--- src/rtl/dac_refresh_pkg.sv ---
package dac_refresh_pkg;

   typedef enum logic [1:0] {
      ST_IDLE  = 2'd0,
      ST_ISSUE = 2'd1,
      ST_WAIT  = 2'd2
   } seq_state_e;

   localparam int FRAME_W   = 32;
   localparam int PAYLOAD_W = 16;
   localparam int CODE_W    = 4;
   localparam logic [3:0] CMD_WR_UPD = 4'h3;

   function automatic logic [FRAME_W-1:0] make_word(input logic [CODE_W-1:0] code,
                                                    input logic [PAYLOAD_W-1:0] payload);
      return {8'h00, CMD_WR_UPD, code, payload};
   endfunction

endpackage

--- src/rtl/dac_tick_gen.sv ---
module dac_tick_gen #(
   parameter int unsigned DIV = 15625
) (
   input  logic clk,
   input  logic rst_n,
   output logic tick
);
   localparam int CW = (DIV > 2) ? $clog2(DIV) : 1;
   localparam bit IS_POW2 = ((DIV & (DIV - 1)) == 0);

   if (DIV < 2) begin : g_bad_div
      $error("dac_tick_gen: DIV must be at least 2");
   end

   logic [CW-1:0] cnt_q;

   if (IS_POW2) begin : g_wrap
      always_ff @(posedge clk) begin
         if (!rst_n) begin
            cnt_q <= '0;
            tick  <= 1'b0;
         end else begin
            cnt_q <= cnt_q + 1'b1;
            tick  <= &cnt_q;
         end
      end
   end else begin : g_modulo
      localparam logic [CW-1:0] LAST = CW'(DIV - 1);
      always_ff @(posedge clk) begin
         if (!rst_n) begin
            cnt_q <= '0;
            tick  <= 1'b0;
         end else begin
            tick  <= (cnt_q == LAST);
            cnt_q <= (cnt_q == LAST) ? '0 : cnt_q + 1'b1;
         end
      end
   end

endmodule

--- src/rtl/dac_sample_bank.sv ---
module dac_sample_bank #(
   parameter int NUM_CH = 4,
   parameter int VAL_W  = 12,
   parameter int LO_W   = 4,
   parameter int DATA_W = 8,
   localparam int CH_W  = (NUM_CH > 1) ? $clog2(NUM_CH) : 1
) (
   input  logic                          clk,
   input  logic                          rst_n,
   input  logic                          we,
   input  logic [CH_W-1:0]               chan,
   input  logic                          hi,
   input  logic [DATA_W-1:0]             data,
   input  logic                          latch,
   output logic [NUM_CH-1:0][VAL_W-1:0]  live
);
   localparam int HI_W = VAL_W - LO_W;

   if (HI_W > DATA_W || LO_W > DATA_W || LO_W < 1 || HI_W < 1) begin : g_bad_split
      $error("dac_sample_bank: sample split does not fit the host data width");
   end

   for (genvar c = 0; c < NUM_CH; c++) begin : g_ch
      logic [VAL_W-1:0] shadow_q;
      logic [VAL_W-1:0] live_q;
      logic             sel;

      assign sel = we && (chan == CH_W'(c));

      always_ff @(posedge clk) begin
         if (!rst_n) begin
            shadow_q <= '0;
         end else if (sel) begin
            if (hi) shadow_q[VAL_W-1:LO_W] <= data[HI_W-1:0];
            else    shadow_q[LO_W-1:0]     <= data[LO_W-1:0];
         end
      end

      always_ff @(posedge clk) begin
         if (!rst_n)     live_q <= '0;
         else if (latch) live_q <= shadow_q;
      end

      assign live[c] = live_q;
   end

endmodule

--- src/rtl/dac_burst_seq.sv ---
module dac_burst_seq
   import dac_refresh_pkg::*;
#(
   parameter int NUM_CH = 4,
   parameter int VAL_W  = 12,
   localparam int CH_W  = (NUM_CH > 1) ? $clog2(NUM_CH) : 1
) (
   input  logic                          clk,
   input  logic                          rst_n,
   input  logic                          tick,
   input  logic [NUM_CH-1:0][VAL_W-1:0]  live,
   output logic                          latch,
   output logic                          frm_start,
   output logic [FRAME_W-1:0]            frm_word,
   input  logic                          frm_done,
   input  logic [FRAME_W-1:0]            frm_rdata,
   output logic                          busy,
   output logic                          burst_done,
   output logic                          overrun,
   output logic [FRAME_W-1:0]            last_rb
);
   localparam logic [CH_W-1:0] LAST_CH = CH_W'(NUM_CH - 1);
   localparam int PAD_W = PAYLOAD_W - VAL_W;

   seq_state_e          state_q;
   logic [CH_W-1:0]     ch_q;
   logic [PAYLOAD_W-1:0] payload;

   assign busy      = (state_q != ST_IDLE);
   assign latch     = tick && (state_q == ST_IDLE);
   assign frm_start = (state_q == ST_ISSUE);

   if (PAD_W > 0) begin : g_pad
      assign payload = {live[ch_q], {PAD_W{1'b0}}};
   end else begin : g_nopad
      assign payload = live[ch_q];
   end

   assign frm_word = make_word(CODE_W'(ch_q), payload);

   always_ff @(posedge clk) begin
      if (!rst_n) begin
         state_q    <= ST_IDLE;
         ch_q       <= '0;
         burst_done <= 1'b0;
         overrun    <= 1'b0;
         last_rb    <= '0;
      end else begin
         burst_done <= 1'b0;
         overrun    <= tick && (state_q != ST_IDLE);
         case (state_q)
            ST_IDLE: begin
               if (tick) begin
                  state_q <= ST_ISSUE;
                  ch_q    <= '0;
               end
            end
            ST_ISSUE: state_q <= ST_WAIT;
            ST_WAIT: begin
               if (frm_done) begin
                  if (ch_q == LAST_CH) begin
                     state_q    <= ST_IDLE;
                     burst_done <= 1'b1;
                     last_rb    <= frm_rdata;
                  end else begin
                     ch_q    <= ch_q + 1'b1;
                     state_q <= ST_ISSUE;
                  end
               end
            end
            default: state_q <= ST_IDLE;
         endcase
      end
   end

endmodule

--- src/rtl/dac_refresh_seq.sv ---
module dac_refresh_seq
   import dac_refresh_pkg::*;
#(
   parameter int unsigned CLK_HZ         = 125_000_000,
   parameter int unsigned TICK_HZ        = 8000,
   parameter int          NUM_CH         = 4,
   parameter int          VAL_W          = 12,
   parameter int          LO_W           = 4,
   parameter int          DATA_W         = 8,
   parameter bit          ENFORCE_BUDGET = 1'b1,
   localparam int         CH_W           = (NUM_CH > 1) ? $clog2(NUM_CH) : 1
) (
   input  logic              clk,
   input  logic              rst_n,
   input  logic              host_we,
   input  logic [CH_W-1:0]   host_chan,
   input  logic              host_hi,
   input  logic [DATA_W-1:0] host_data,
   output logic              frm_start,
   output logic [31:0]       frm_word,
   input  logic              frm_done,
   input  logic [31:0]       frm_rdata,
   output logic              refresh_busy,
   output logic              burst_done,
   output logic              overrun,
   output logic              sample_tick,
   output logic [31:0]       last_readback
);
   localparam int unsigned DIV = CLK_HZ / TICK_HZ;

   if (NUM_CH < 1 || NUM_CH > 16) begin : g_bad_ch
      $error("dac_refresh_seq: NUM_CH must be 1..16 to fit the channel code");
   end
   if (VAL_W > PAYLOAD_W || VAL_W <= LO_W) begin : g_bad_val
      $error("dac_refresh_seq: VAL_W must exceed LO_W and fit the payload");
   end
   if (TICK_HZ == 0 || DIV < 2) begin : g_bad_rate
      $error("dac_refresh_seq: clock must be at least twice the tick rate");
   end

   logic                         latch;
   logic [NUM_CH-1:0][VAL_W-1:0] live;

   dac_tick_gen #(.DIV(DIV)) u_tick (
      .clk   (clk),
      .rst_n (rst_n),
      .tick  (sample_tick)
   );

   dac_sample_bank #(
      .NUM_CH (NUM_CH),
      .VAL_W  (VAL_W),
      .LO_W   (LO_W),
      .DATA_W (DATA_W)
   ) u_bank (
      .clk   (clk),
      .rst_n (rst_n),
      .we    (host_we),
      .chan  (host_chan),
      .hi    (host_hi),
      .data  (host_data),
      .latch (latch),
      .live  (live)
   );

   dac_burst_seq #(
      .NUM_CH (NUM_CH),
      .VAL_W  (VAL_W)
   ) u_seq (
      .clk        (clk),
      .rst_n      (rst_n),
      .tick       (sample_tick),
      .live       (live),
      .latch      (latch),
      .frm_start  (frm_start),
      .frm_word   (frm_word),
      .frm_done   (frm_done),
      .frm_rdata  (frm_rdata),
      .busy       (refresh_busy),
      .burst_done (burst_done),
      .overrun    (overrun),
      .last_rb    (last_readback)
   );

endmodule

--- config.mk ---
export PLATFORM = sky130hd
export DESIGN_NAME = dac_refresh_seq
export DESIGN_NICKNAME = d
export VERILOG_FILES = /design/src/rtl/dac_refresh_pkg.sv /design/src/rtl/dac_tick_gen.sv /design/src/rtl/dac_sample_bank.sv /design/src/rtl/dac_burst_seq.sv /design/src/rtl/dac_refresh_seq.sv
export SDC_FILE = /design/constraint.sdc
export NUM_CORES = 1
export LEC_CHECK = 0
export ABC_CLOCK_PERIOD_IN_PS = 1400
export BUFFER_PORTS_ARGS = -buffer_cell sky130_fd_sc_hd__buf_2
export CAP_MARGIN = 20
export CORE_MARGIN = 8
export CORE_UTILIZATION = 45
export DETAILED_ROUTE_END_ITERATION = 12
export GPL_ROUTABILITY_DRIVEN = 1
export PLACE_DENSITY = 0.76
export RECOVER_POWER = 25
export SLEW_MARGIN = 20
export SYNTH_ARGS = -nofsm -noshare
export SYNTH_HDL_FRONTEND = slang
export SYNTH_SLANG_ARGS = --single-unit
export TNS_END_PERCENT = 20
--- constraint.sdc ---
create_clock -name clk -period 1.4 [get_ports clk]
set_input_delay 0 -clock clk [delete_from_list [all_inputs] [get_ports clk]]
set_output_delay 0 -clock clk [all_outputs]
set_load 0.1 [all_outputs]
==> Yosys cells after proc, flatten, opt, wreduce, memory -nomap -nowiden <==
Index checks and enable logic that the tools add are counted.
{ "word_totals": {"regBits": 149, "input_bits": 47, "out_inout_bits": 69, "wordCells": 68} }
{ "classes": {"add_sub_neg": 2, "order_cmp": 1, "eq_ne": 10, "muxes": 11, "n_bitwise": 2, "n_reduce_logical": 23} }
{ "ops": {"columns": ["operator", "n"], "rows": [
  ["$bmux W12 S2", 1],
  ["$reduce_and A2 Y1", 9],
  ["$add A14 B1 Y14 const B", 1],
  ["$eq A14 B14 Y1 const B", 1],
  ["$mux W12", 1],
  ["$mux W2", 5],
  ["$eq A2 B2 Y1 const B", 4],
  ["$logic_and A1 B1 Y1", 6],
  ["$ne A2 B2 Y1 const B", 3],
  ["$pmux W2 S3", 1],
  ["$reduce_and A3 Y1", 2],
  ["$eq A2 B1 Y1 const B", 2],
  ["$logic_not A2 Y1", 2],
  ["$pmux W2 S2", 1],
  ["$reduce_and A4 Y1", 1],
  ["$reduce_bool A2 Y1", 2],
  ["$lt A2 B3 Y1 const B", 1],
  ["$add A2 B1 Y2 const B", 1],
  ["$mux W1", 2],
  ["$not A1 Y1", 2],
  ["$reduce_or A2 Y1", 1]
]} }

==> Longest topological paths before layout <==
Gate-level depths: netlist of the first run.
{ "depth": {"depth_word": 4, "mapped_depth": 6, "mapped_depth_nobuf": 5} }

==> By module <==
A second synthesis of the first run with hierarchy kept.
{ "hier_totals": {"cells_unflattened": 614, "area_unflattened_um2": 6254.7} }
{ "by_module_without_submodules": {"columns": ["module", "n_inst", "cells_each", "area_per_inst_um2", "seq_area_each_um2"], "rows": [
  ["dac_sample_bank", 1, 330, 3653.5, 1921.8],
  ["dac_burst_seq", 1, 210, 1936.9, 760.7],
  ["dac_tick_gen", 1, 74, 664.4, 300.3]
]} }

==> Worst setup path before layout of the first run <==
OpenSTA, ideal clock, no wires.
{ "synth_path": {"kind": "register -> output", "from": "register u_seq.ch_q[0]", "to": "output frm_word[10]", "t_arrival_ns": 2.376, "required_time_ns": 1.400, "setup_slack_ns": -0.976, "path_stages_with_launch": 4, "path_buffers": 2, "cell_sequence": "dfxtp_1 buf_2 buf_2 mux4_2"} }
{ "synth_via": {"elab_chain_len": 2} }
{ "synth_lines": {"columns": ["item", "line", "source"], "rows": [
  ["from (decl)", "dac_burst_seq.sv:26", "logic [CH_W-1:0] ch_q;"],
  ["from (signal assigned)", "dac_burst_seq.sv:66", "ch_q <= ch_q + 1'b1;"],
  ["$bmux W12 S2", "dac_burst_seq.sv:34", "assign payload = {live[ch_q], {PAD_W{1'b0}}};"],
  ["$mux W12 (not written as such)", "dac_burst_seq.sv:34", null],
  ["to (decl)", "dac_refresh_seq.sv:20", "output logic [31:0] frm_word,"]
]} }
Every way passes these cells. The select of a mux whose other input is x is not followed.

==> Final worst setup path of the first run <==
{ "layout_path": {"from": "register u_seq.ch_q[0]", "to": "output frm_word[9]"} }
Same word-level chain as after synthesis.

==> summary.md, run 1 <==
| Metric | Value |
|---|---|
| Worst-Skew Late Latency | `around 0.41 ns` |
| GPL Wtd Cong | `a little over 0.8` |
| Avg WL per Cell | `between 10 and 15 µm` |
| Number of max-cap violations | `0` |
| Fmax achieved | `slightly above 600 MHz` |
| Most common cell after layout, fill and taps aside | `nand2_1` |
| Layout Nets | `between 800 and 900` |
| Mapped Avg Cell Area | `between 8 and 9 µm²` |
| Clock Power Share | `between 40% and 50%` |
| Die X-Extent | `131 µm` |
| Hold Fails Final Rpt | `0` |
| Worst Hold Class | `input port to flip-flop` |
| Worst Setup Start Kind | `flip-flop` |
| Internal Pwr Total | `about 7.4 mW` |
| Post-synthesis mux area share | `around 7.4%` |
| DR pass1 iterations | `5` |
| Post-DP HPWL | `approximately 9000 µm` |
| Worst-Margin Slew | `about 0.63 ns` |
| Global-route wire length before repair | `between 20000 and 25000 µm` |
| Main combinational cell family by area after synthesis | `simple AND/OR/NAND/NOR gates` |
| Root buf cell | `clkbuf_16` |
| Layout fillers | `roughly 1100` |
| Dominant cells by area after synthesis | `dfxtp_1 (50%), nand2_1 (15%), a21oi_1 (8.7%)` |
| Initial antenna violation count | `0` |
| P_sw | `~2.2 mW` |
| VDD IR max | `just over 0.7 mV` |
| Combinational share of power | `under 10%` |
| First DRT Iteration DRCs | `296` |
| Post-Synth Simple-Gate Area | `between 20% and 30%` |
| Clock buffer count from CTS | `17` |
| Cells after Synth | `between 600 and 700` |
| Synth warnings | `0` |
| Failing checks | `negative setup slack` |
| Most frequent cells in the layout | `nand2_1 (232), dfxtp_1 (144), a21oi_1 (95)` |
| Post-synthesis adder-cell area fraction | `less than 1%` |
| CP required | `between 1 and 1.5 ns` |
| Total number of vias | `around 5000` |
| Ant diodes | `0` |
| Worst slack at placement | `0.0557 ns` |
| RSZ-0062 raised after global routing | `true` |
| Compound-Gate Fraction of Synth Area | `a little over a tenth` |
| Maximum buffer depth of the clock tree | `2` |
| Die area | `between 15000 and 20000 µm²` |
| Power Total | `9.56 mW` |
| Core ar. | `13000 µm²` |
| Total Wirelength | `14500 µm` |
| Top-area cell type share of the netlist area | `roughly half` |
| Period utilisation layout | `118%` |
| Number of clock sinks | `about 150` |
| Sequential share of the synthesized area | `between 50 and 60%` |
| CTS tree | `built` |
| Row count | `42` |
| Vias/cell | `just under 5` |
| GRT Overall Usage | `17.7%` |
| Register bit total from synthesis | `149` |
| Final setup violation count | `16` |
| Sw frac | `23.0%` |
| Post-DRT Antenna Nets | `0` |
| CTS clk-pin slew, worst paths | `roughly 0.06 ns` |
| PnR worst setup slack | `-0.249 ns` |
| Initial Utilization | `45.4%` |
| Area leader, netlist | `dfxtp_1` |
| CP Max Fanout | `7` |
| Gr ovfl total | `0` |
| Die H | `about 130 µm` |
| Share of layout cells above drive strength 1 | `between 20% and 30%` |
| Cell Area, Synth | `roughly 6000 µm²` |
| Largest net degree at the start of global routing | `just under 50` |
| CP endpoint kind | `output pin` |
| H-Tree Depth | `4` |
| Leakage | `~3 nW` |
| Status | `complete, but fails checks` |
| I/O pins | `~120` |
| Post-synthesis xor/xnor area fraction | `about 1.8%` |
| P per Cell Area | `about 1200 nW/µm²` |
| Crit Path Class | `flip-flop to output pin` |
| Max Slew Vio Count | `0` |
| Seq pwr share | `around 45%` |
| Port Buffer Count | `97` |
| Area delta synth->final | `32.7%` |
| Post-layout minimum cycle time | `1.65 ns` |
| Unique cell type count in the Yosys netlist | `40` |
| Final clock skew | `a little under 0.005 ns` |
| Post-route DRC | `0` |
| WP data arrival | `approximately 1.7 ns` |
| Number of global-route vias before repair | `4965` |
| Max-slew headroom | `between 50% and 60%` |
-- synthesized netlist by cell type (all sizes together) --
library cell  instances
or3                   1
nor4                  3
o21bai                1
o21ai                 3
nand3                 6
and2                  3
a21oi               115
nand4                 4
nand2b                4
nor2                 40
nor3                  9
xor2                  2
nor3b                 1
clkbuf               18
dfxtp               149
buf                  43
xnor2                10
inv                  10
nor2b                 2
or2                   3
mux4                 12
mux2i                17
conb                  2
nor4b                 2
and3                  2
nand2               232
ha                    3
-- cell type report --
type | instances | area, µm² | share of cell area, %
Tap cell | 176 | 220 | 2.80
Clock buffer | 20 | 457 | 5.81
Multi-Input combinational cell | 493 | 2680 | 34.1
Inverter | 10 | 37.5 | 0.478
Clock inverter | 12 | 150 | 1.91
Sequential cell | 149 | 2990 | 38.1
Timing Repair Buffer | 165 | 1320 | 16.8
-- power by group through the flow --
stage / Combinational [mW] / Clock, mW / Sequential (mW)
after floorplan: 0.408 / 0 / 4.38
after global routing: 0.646 / 4.93 / 4.30
after detailed placement: 0.510 / 0 / 4.39
after global placement: 0.507 / 0 / 4.39
after CTS: 0.603 / 4.75 / 4.30
final: 0.605 / 4.66 / 4.30
-- sequential cells by signal (all words and copies together), names as in the netlist --
name and cells:
u_seq.ch_q 2, u_seq.last_rb 32, u_seq.overrun 1, u_seq.burst_done 1, u_tick.cnt_q 14, u_tick.tick 1, u_bank.g_ch.live_q 48, u_seq.state_q 2
u_bank.g_ch.shadow_q 48
-- kinds of logic (layout without fill, tap and decap cells) --
family                   count (synthesis)  in the layout
adder cells (fa/ha/maj)                  3              3
XOR/XNOR                                12             12
flip-flops                             149            149
multiplexers                            29             29
other                                    2             18
AO/OA/AOI/OAI                          119            119
AND/OR/NAND/NOR                        312            312
buffers and inverters                   71            207
-- routing by layer --
metal  vias up  wire length [µm]  part of all wire (%)  track usage, %
met1      2347              6070                    42            20.6
met3        16              1080                   7.4            7.55
met4         0               210                   1.4            5.13
li1       2522                 -                     -               -
met2       125              7160                    49            29.2
met5         -                 0                     0               0
-- worst max-delay path: stages (launching register included) --
cell,delay (ns)
dfxtp_4,0.37
buf_12,0.14
mux4_2,0.54
buf_12,0.19
-- timing repair --
| action | CTS | global route |
|---|---|---|
| hold endpoints to repair | 82 | 0 |
| hold buffers | 42 | 0 |
| pin swaps | 0 | 1 |
| setup endpoints to repair | 14 | 55 |
| setup buffers | 1 | 1 |
| gates resized for setup | 29 | 18 |
-- path summary, 6_finish.rpt --
path                          startpoint                           to  slack, ns  depth (start not counted)
max                        u_seq.ch_q[0]                  frm_word[9]      -0.25                          3
min                         host_chan[0]  u_bank.g_ch[0].shadow_q[10]       0.13                          5
max reg2reg                u_seq.ch_q[0]            u_seq.last_rb[22]      -0.07                          7
min reg2reg  u_bank.g_ch[3].shadow_q[10]    u_bank.g_ch[3].live_q[10]       0.45                          2
-- stage by stage --
step | utilization [%] | hold WS, ns | TNS (ns) | instance area, µm² | std cells
after floorplan | - | 0.136 | -3.09 | 6010 | 713
after global placement | 51.2 | 0.240 | 0 | 6680 | 949
after detailed placement | 51.2 | 0.245 | 0 | 6680 | 949
after CTS | 59.9 | 0.109 | -3.15 | 7800 | 1024
after global routing | 60.3 | 0.138 | -6.13 | 7860 | 1025
final | 60.3 | 0.132 | -2.87 | 7860 | 1025
(Power assumes the default switching activity.)
==> run 2, diff against run 1 <==
Settings changed: CTS_BUF_LIST from default to sky130_fd_sc_hd__clkbuf_16.
==> summary.md, run 2 (synthesis results as in run 1) <==
| Metric | Value |
|---|---|
| Die X-Extent | `131 µm (unchanged)` |
| Post-route DRC | `0 (unchanged)` |
| P per Cell Area | `1210 nW/µm² (-0.95%)` |
| Row count | `42 (unchanged)` |
| Worst Setup Start Kind | `flip-flop` |
| Final clock skew | `0.00580 ns (+0.000976 ns)` |
| First DRT Iteration DRCs | `324 (+9.5%)` |
| P_sw | `2.20 mW (about the same)` |
| Worst path depth | `3 (unchanged)` |
| DR pass1 iterations | `4 (-1)` |
| Dpl cells | `949 (unchanged)` |
| Met3 wire len | `1010 µm (-6.7%)` |
| Cell breakdown of the critical path | `buf_12 -> mux4_2 -> buf_12` |
| CTS clk-pin slew, worst paths | `0.06 ns (about the same)` |
| Total number of vias | `5022 (+0.24%)` |
| Seq pwr share | `45.5% (+0.6 points)` |
| GPL Wtd Cong | `0.828 (unchanged)` |
| Max Slew Vio Count | `0 (unchanged)` |
| Avg WL per Cell | `14.2 µm (about the same)` |
| Most frequent cells in the layout | `nand2_1 (232), dfxtp_1 (144), a21oi_1 (95)` |
| Power Total | `9.45 mW (-1.2%)` |
| Leakage | `2.93 nW (-0.24%)` |
| RSZ-0062 raised after global routing | `true` |
| Met2 wire length | `7090 µm (-0.96%)` |
| Total Wirelength | `14500 µm (about the same)` |
| Reg2Reg Depth | `7 (unchanged)` |
| Die area | `17100 µm² (unchanged)` |
| Number of max-cap violations | `0 (unchanged)` |
| Combinational share of power | `6.4% (about the same)` |
| Port Buffer Count | `97 (unchanged)` |
| Area delta synth->final | `32.4%` |
| Gr ovfl total | `0 (unchanged)` |
| Number of global-route vias before repair | `4945 (-0.40%)` |
| Final setup violation count | `16 (unchanged)` |
| Hold Fails Final Rpt | `0 (unchanged)` |
| Post-DP HPWL | `9230 µm (unchanged)` |
| Period utilisation layout | `118% (about the same)` |
| PnR worst setup slack | `-0.250 ns (-0.00104 ns)` |
| Global-route wire length before repair | `23800 µm (-0.18%)` |
| Crit path top cell by count | `buf_12` |
| Ant diodes | `0 (unchanged)` |
| Initial antenna violation count | `0 (unchanged)` |
| Layout fillers | `1138 (+0.44%)` |
| Clock Power Share | `48.1% (-0.6 points)` |
| CP Max Fanout | `7 (unchanged)` |
| CP delay by family, top | `multiplexers` |
| Maximum buffer depth of the clock tree | `2 (unchanged)` |
| WP buf/inv | `2 (unchanged)` |
| Met1 WL | `6220 µm (+2.5%)` |
| Root buf cell | `clkbuf_16` |
| CP endpoint kind | `output pin` |
| Number of clock sinks | `149 (unchanged)` |
| Die H | `131 µm (unchanged)` |
| CP required | `1.40 ns (about the same)` |
| Worst-Margin Slew | `0.638 ns (+0.00762 ns)` |
| GRT Overall Usage | `17.7% (-0.052 points)` |
| Largest regs | `u_bank.g_ch.live_q: 48 flops, u_bank.g_ch.shadow_q: 48 flops, u_seq.last_rb: 32 flops` |
| Hold path depth | `5 (unchanged)` |
| Final core occ | `60.1% (-0.15 points)` |
| Non-filler cells, final | `1025 (unchanged)` |
| Layout Nets | `886 (unchanged)` |
| CTS tree | `built` |
| Slowest cell on crit path | `mux4_2` |
| Status | `complete, but fails checks` |
| Core ar. | `13000 µm² (unchanged)` |
| Largest net degree at the start of global routing | `49 (unchanged)` |
| Sw frac | `23.3% (+0.30 points)` |
| I/O pins | `116 (unchanged)` |
| Max-slew headroom | `57.4% (-0.51 points)` |
| Worst path max stage delay | `0.54 ns (about the same)` |
| WP data arrival | `1.65 ns (about the same)` |
| VDD IR max | `0.725 mV (+1.3%)` |
| Internal Pwr Total | `7.25 mW (-1.6%)` |
| Initial Utilization | `45.4% (unchanged)` |
| Max Used Layer | `met4` |
| Most common cell after layout, fill and taps aside | `nand2_1` |
| H-Tree Depth | `4 (unchanged)` |
| Share of layout cells above drive strength 1 | `24.5% (-0.24 points)` |
| Crit Path Class | `flip-flop to output pin` |
| Clock buffer count from CTS | `17 (unchanged)` |
| Vias/cell | `4.90 (+0.24%)` |
| Post-DRT Antenna Nets | `0 (unchanged)` |
| Post-layout minimum cycle time | `1.65 ns (+0.00104 ns)` |
| Worst Hold Class | `input port to flip-flop` |
| Fmax achieved | `606 MHz (about the same)` |
| Worst-Skew Late Latency | `0.41 ns (about the same)` |
| Failing checks | `negative setup slack` |
-- run 2: final cells by class --
class | instances | area, µm² | share of cell area [%]
repair buffers | 165 | 1320 | 16.8
well taps | 176 | 220 | 2.81
multi-input cells | 493 | 2680 | 34.2
inverters | 10 | 37.5 | 0.479
flip-flops and latches | 149 | 2990 | 38.2
clock buffers | 17 | 425 | 5.43
clock inverters | 15 | 161 | 2.06
-- run 2: final timing paths --
path / from / endpoint / slack [ns]
worst min register to register: u_bank.g_ch[3].shadow_q[10] / u_bank.g_ch[3].live_q[10] / 0.45
worst max register to register: u_seq.ch_q[0] / u_seq.last_rb[22] / -0.07
worst min-delay path: host_chan[0] / u_bank.g_ch[0].shadow_q[8] / 0.14
worst max-delay path: u_seq.ch_q[0] / frm_word[9] / -0.25
-- run 2: worst reg2reg max path, stage by stage, from the launching register on --
cell     delay (ns)
dfxtp_4        0.37
buf_4          0.12
buf_4          0.12
ha_4           0.14
and3_4         0.18
buf_12         0.17
nand2_1        0.12
a21oi_1        0.18
-- run 2: per-layer routing --
metal,GRT usage (%),vias to the layer above
met5,0,-
met4,5.13,0
li1,-,2522
met3,7.55,16
met2,29.0,117
met1,20.7,2367
-- run 2: power groups by stage --
stage / clock network [mW] / registers, mW / logic [mW]
after global placement: 0 / 4.39 / 0.507
final: 4.54 / 4.30 / 0.606
after floorplan: 0 / 4.38 / 0.408
after CTS: 4.63 / 4.30 / 0.603
after global routing: 4.81 / 4.30 / 0.646
after detailed placement: 0 / 4.39 / 0.510
-- run 2: stage by stage --
stage	hold slack [ns]	setup slack [ns]	area [µm²]	TNS (ns)
final	0.137	-0.250	7840	-2.87
after global routing	0.138	-0.315	7840	-6.18
after CTS	0.109	-0.288	7780	-3.15
after detailed placement	0.245	0.0557	6680	0
after global placement	0.240	0.0893	6680	0
after floorplan	0.136	-0.234	6010	-3.09
-- run 2: what timing repair did --
item / CTS / global route
cloned: 0 / 0
hold endpoints to repair: 82 / 0
endpoints found under the setup margin: 13 / 54
hold buffers: 42 / 0
resized for setup: 29 / 18
pin swaps: 0 / 1
setup buffers: 1 / 1
==> run 3, diff against run 2 <==
Settings changed: CTS_CLUSTER_SIZE from default to 10, REMOVE_ABC_BUFFERS from default to 1.
==> summary.md, run 3 (synthesis results as in run 1) <==
| Metric | Value |
|---|---|
| Status | `complete, but fails checks` |
| Failing checks | `negative setup slack` |
| Number of max-cap violations | `0 (unchanged)` |
| Ant diodes | `0 (unchanged)` |
| Post-DP HPWL | `9470 µm (+2.5%)` |
| CP endpoint kind | `output pin` |
| Vias/cell | `4.88 (-0.44%)` |
| PnR worst setup slack | `-0.244 ns (+0.00572 ns)` |
| Global-route wire length before repair | `23700 µm (-0.58%)` |
| P per Cell Area | `1120 nW/µm² (-6.8%)` |
| Register Area | `2990 µm² (-0.17%)` |
| CP delay by family, top | `multiplexers` |
| Worst-Skew Late Latency | `0.41 ns (about the same)` |
| CTS tree | `built` |
| Die area | `17100 µm² (unchanged)` |
| Largest regs | `u_bank.g_ch.live_q: 48 flops, u_bank.g_ch.shadow_q: 48 flops, u_seq.last_rb: 32 flops` |
| Layout Nets | `888 (+0.23%)` |
| Final setup violation count | `12 (-4)` |
| Post-route DRC | `0 (unchanged)` |
| CP required | `1.40 ns (about the same)` |
| WP data arrival | `1.64 ns (about the same)` |
| Largest net degree at the start of global routing | `49 (unchanged)` |
| DR pass1 iterations | `4 (unchanged)` |
| Cell breakdown of the critical path | `buf_8 -> mux4_2 -> buf_12` |
| Initial Utilization | `45.4% (unchanged)` |
| Power Total | `8.65 mW (-8.4%)` |
| Period utilisation layout | `117% (-0.41 points)` |
| Core ar. | `13000 µm² (unchanged)` |
| Most frequent cells in the layout | `nand2_1 (231), dfxtp_1 (146), a21oi_1 (99)` |
| Worst Setup Start Kind | `flip-flop` |
| Post-DP Area | `6690 µm² (+0.21%)` |
| Total Wirelength | `14600 µm (+0.46%)` |
| Root buf cell | `clkbuf_16` |
| GPL Wtd Cong | `0.765 (-7.5%)` |
| Avg WL per Cell | `14.3 µm (+0.56%)` |
| Number of global-route vias before repair | `4916 (-0.59%)` |
| Area delta synth->final | `30.1%` |
| RSZ-0062 raised after global routing | `true` |
| Port Buffer Count | `97 (unchanged)` |
| Post-DRT Antenna Nets | `0 (unchanged)` |
| Layout fillers | `1161 (+2.0%)` |
| Clock buffer count from CTS | `17 (unchanged)` |
| CTS clk-pin slew, worst paths | `0.06 ns (about the same)` |
| Fmax achieved | `608 MHz (+0.35%)` |
| Slowest cell on crit path | `mux4_2` |
| Die H | `131 µm (unchanged)` |
| Most common cell after layout, fill and taps aside | `nand2_1` |
| Final clock skew | `0.00602 ns (+0.000227 ns)` |
| VDD IR max | `0.749 mV (+3.3%)` |
| Row count | `42 (unchanged)` |
| Maximum buffer depth of the clock tree | `2 (unchanged)` |
| Hold WS | `0.101 ns (-0.0359 ns)` |
| Die X-Extent | `131 µm (unchanged)` |
| Design area | `7700 µm² (-1.7%)` |
| Total number of vias | `4995 (-0.54%)` |
| GRT Overall Usage | `17.6% (-0.045 points)` |
| Initial antenna violation count | `0 (unchanged)` |
| Number of clock sinks | `149 (unchanged)` |
| Area used by multi-input combinational logic | `2660 µm² (-0.89%)` |
| Worst path max stage delay | `0.54 ns (about the same)` |
| Leakage | `2.90 nW (-1.1%)` |
| Crit Path Class | `flip-flop to output pin` |
| Post-layout minimum cycle time | `1.64 ns (-0.00572 ns)` |
| Gr ovfl total | `0 (unchanged)` |
| First DRT Iteration DRCs | `295 (-9.0%)` |
| Hold Fails Final Rpt | `0 (unchanged)` |
| WP buf/inv | `2 (unchanged)` |
| Worst Hold Class | `input port to flip-flop` |
| Max Slew Vio Count | `0 (unchanged)` |
| H-Tree Depth | `4 (unchanged)` |
| Share of layout cells above drive strength 1 | `23.0% (-1.5 points)` |
| I/O pins | `116 (unchanged)` |
| CP Max Fanout | `5 (-2)` |
-- run 3: changes by cell type in the layout (fill, tap and decap cells not counted), sizes merged --
cell | previous run | this run
clkinv | 7 | 6
buf | 121 | 123
bufinv | 3 | 0
clkinvlp | 1 | 2
-- run 3: path summary, 6_finish.rpt --
check                         startpoint                          to  slack (ns)  cells after the start
max reg2reg              u_tick.cnt_q[1]            u_tick.cnt_q[12]        0.05                      5
min reg2reg  u_bank.g_ch[2].shadow_q[11]   u_bank.g_ch[2].live_q[11]        0.45                      2
max                        u_seq.ch_q[0]                 frm_word[5]       -0.24                      3
min                         host_chan[0]  u_bank.g_ch[0].shadow_q[0]        0.10                      4
-- run 3: layer usage --
layer,global-route usage (%),wire [µm],up-vias
li1,-,-,2523
met1,20.3,5980,2335
met2,29.7,7490,100
met3,4.63,649,37
met4,9.12,476,0
met5,0,0,-
-- run 3: power breakdown --
group	internal, mW	switching, mW
Sequential	4.28	0.0222
Combinational	0.186	0.418
Clock	2.16	1.58
Total	6.63	2.02
-- run 3: what timing repair did --
item                                    in CTS  in global routing
gates cloned                                 1                  0
resized for setup                           34                 14
hold endpoints to repair                    81                  0
buffers inserted                             1                  0
hold buffers                                42                  0
endpoints found under the setup margin      13                 63
-- run 3: layout make-up --
cell class / instances / share of cell area (%)
Inverter: 10 / 0.487
Timing Repair Buffer: 167 / 17.1
Clock inverter: 12 / 0.698
Clock buffer: 17 / 5.52
Sequential cell: 149 / 38.8
Tap cell: 176 / 2.86
Multi-Input combinational cell: 493 / 34.5
-- run 3: metrics by stage --
step / setup WS (ns) / cells / TNS [ns] / util (%)
after global routing: -0.300 / 1024 / -3.67 / 59.1
after global placement: 0.0338 / 951 / 0 / 51.3
after detailed placement: 0.00148 / 951 / 0 / 51.3
after floorplan: -1.46 / 652 / -110.64 / -
final: -0.244 / 1024 / -2.77 / 59.1
after CTS: -0.274 / 1024 / -3.12 / 59.2
-- run 3: worst register-to-register path: stages (launching register included) --
cell and delay, ns:
dfxtp_1 0.37, ha_1 0.18, nand4_1 0.20, nor4_2 0.29, xnor2_1 0.14, nor2_1 0.05
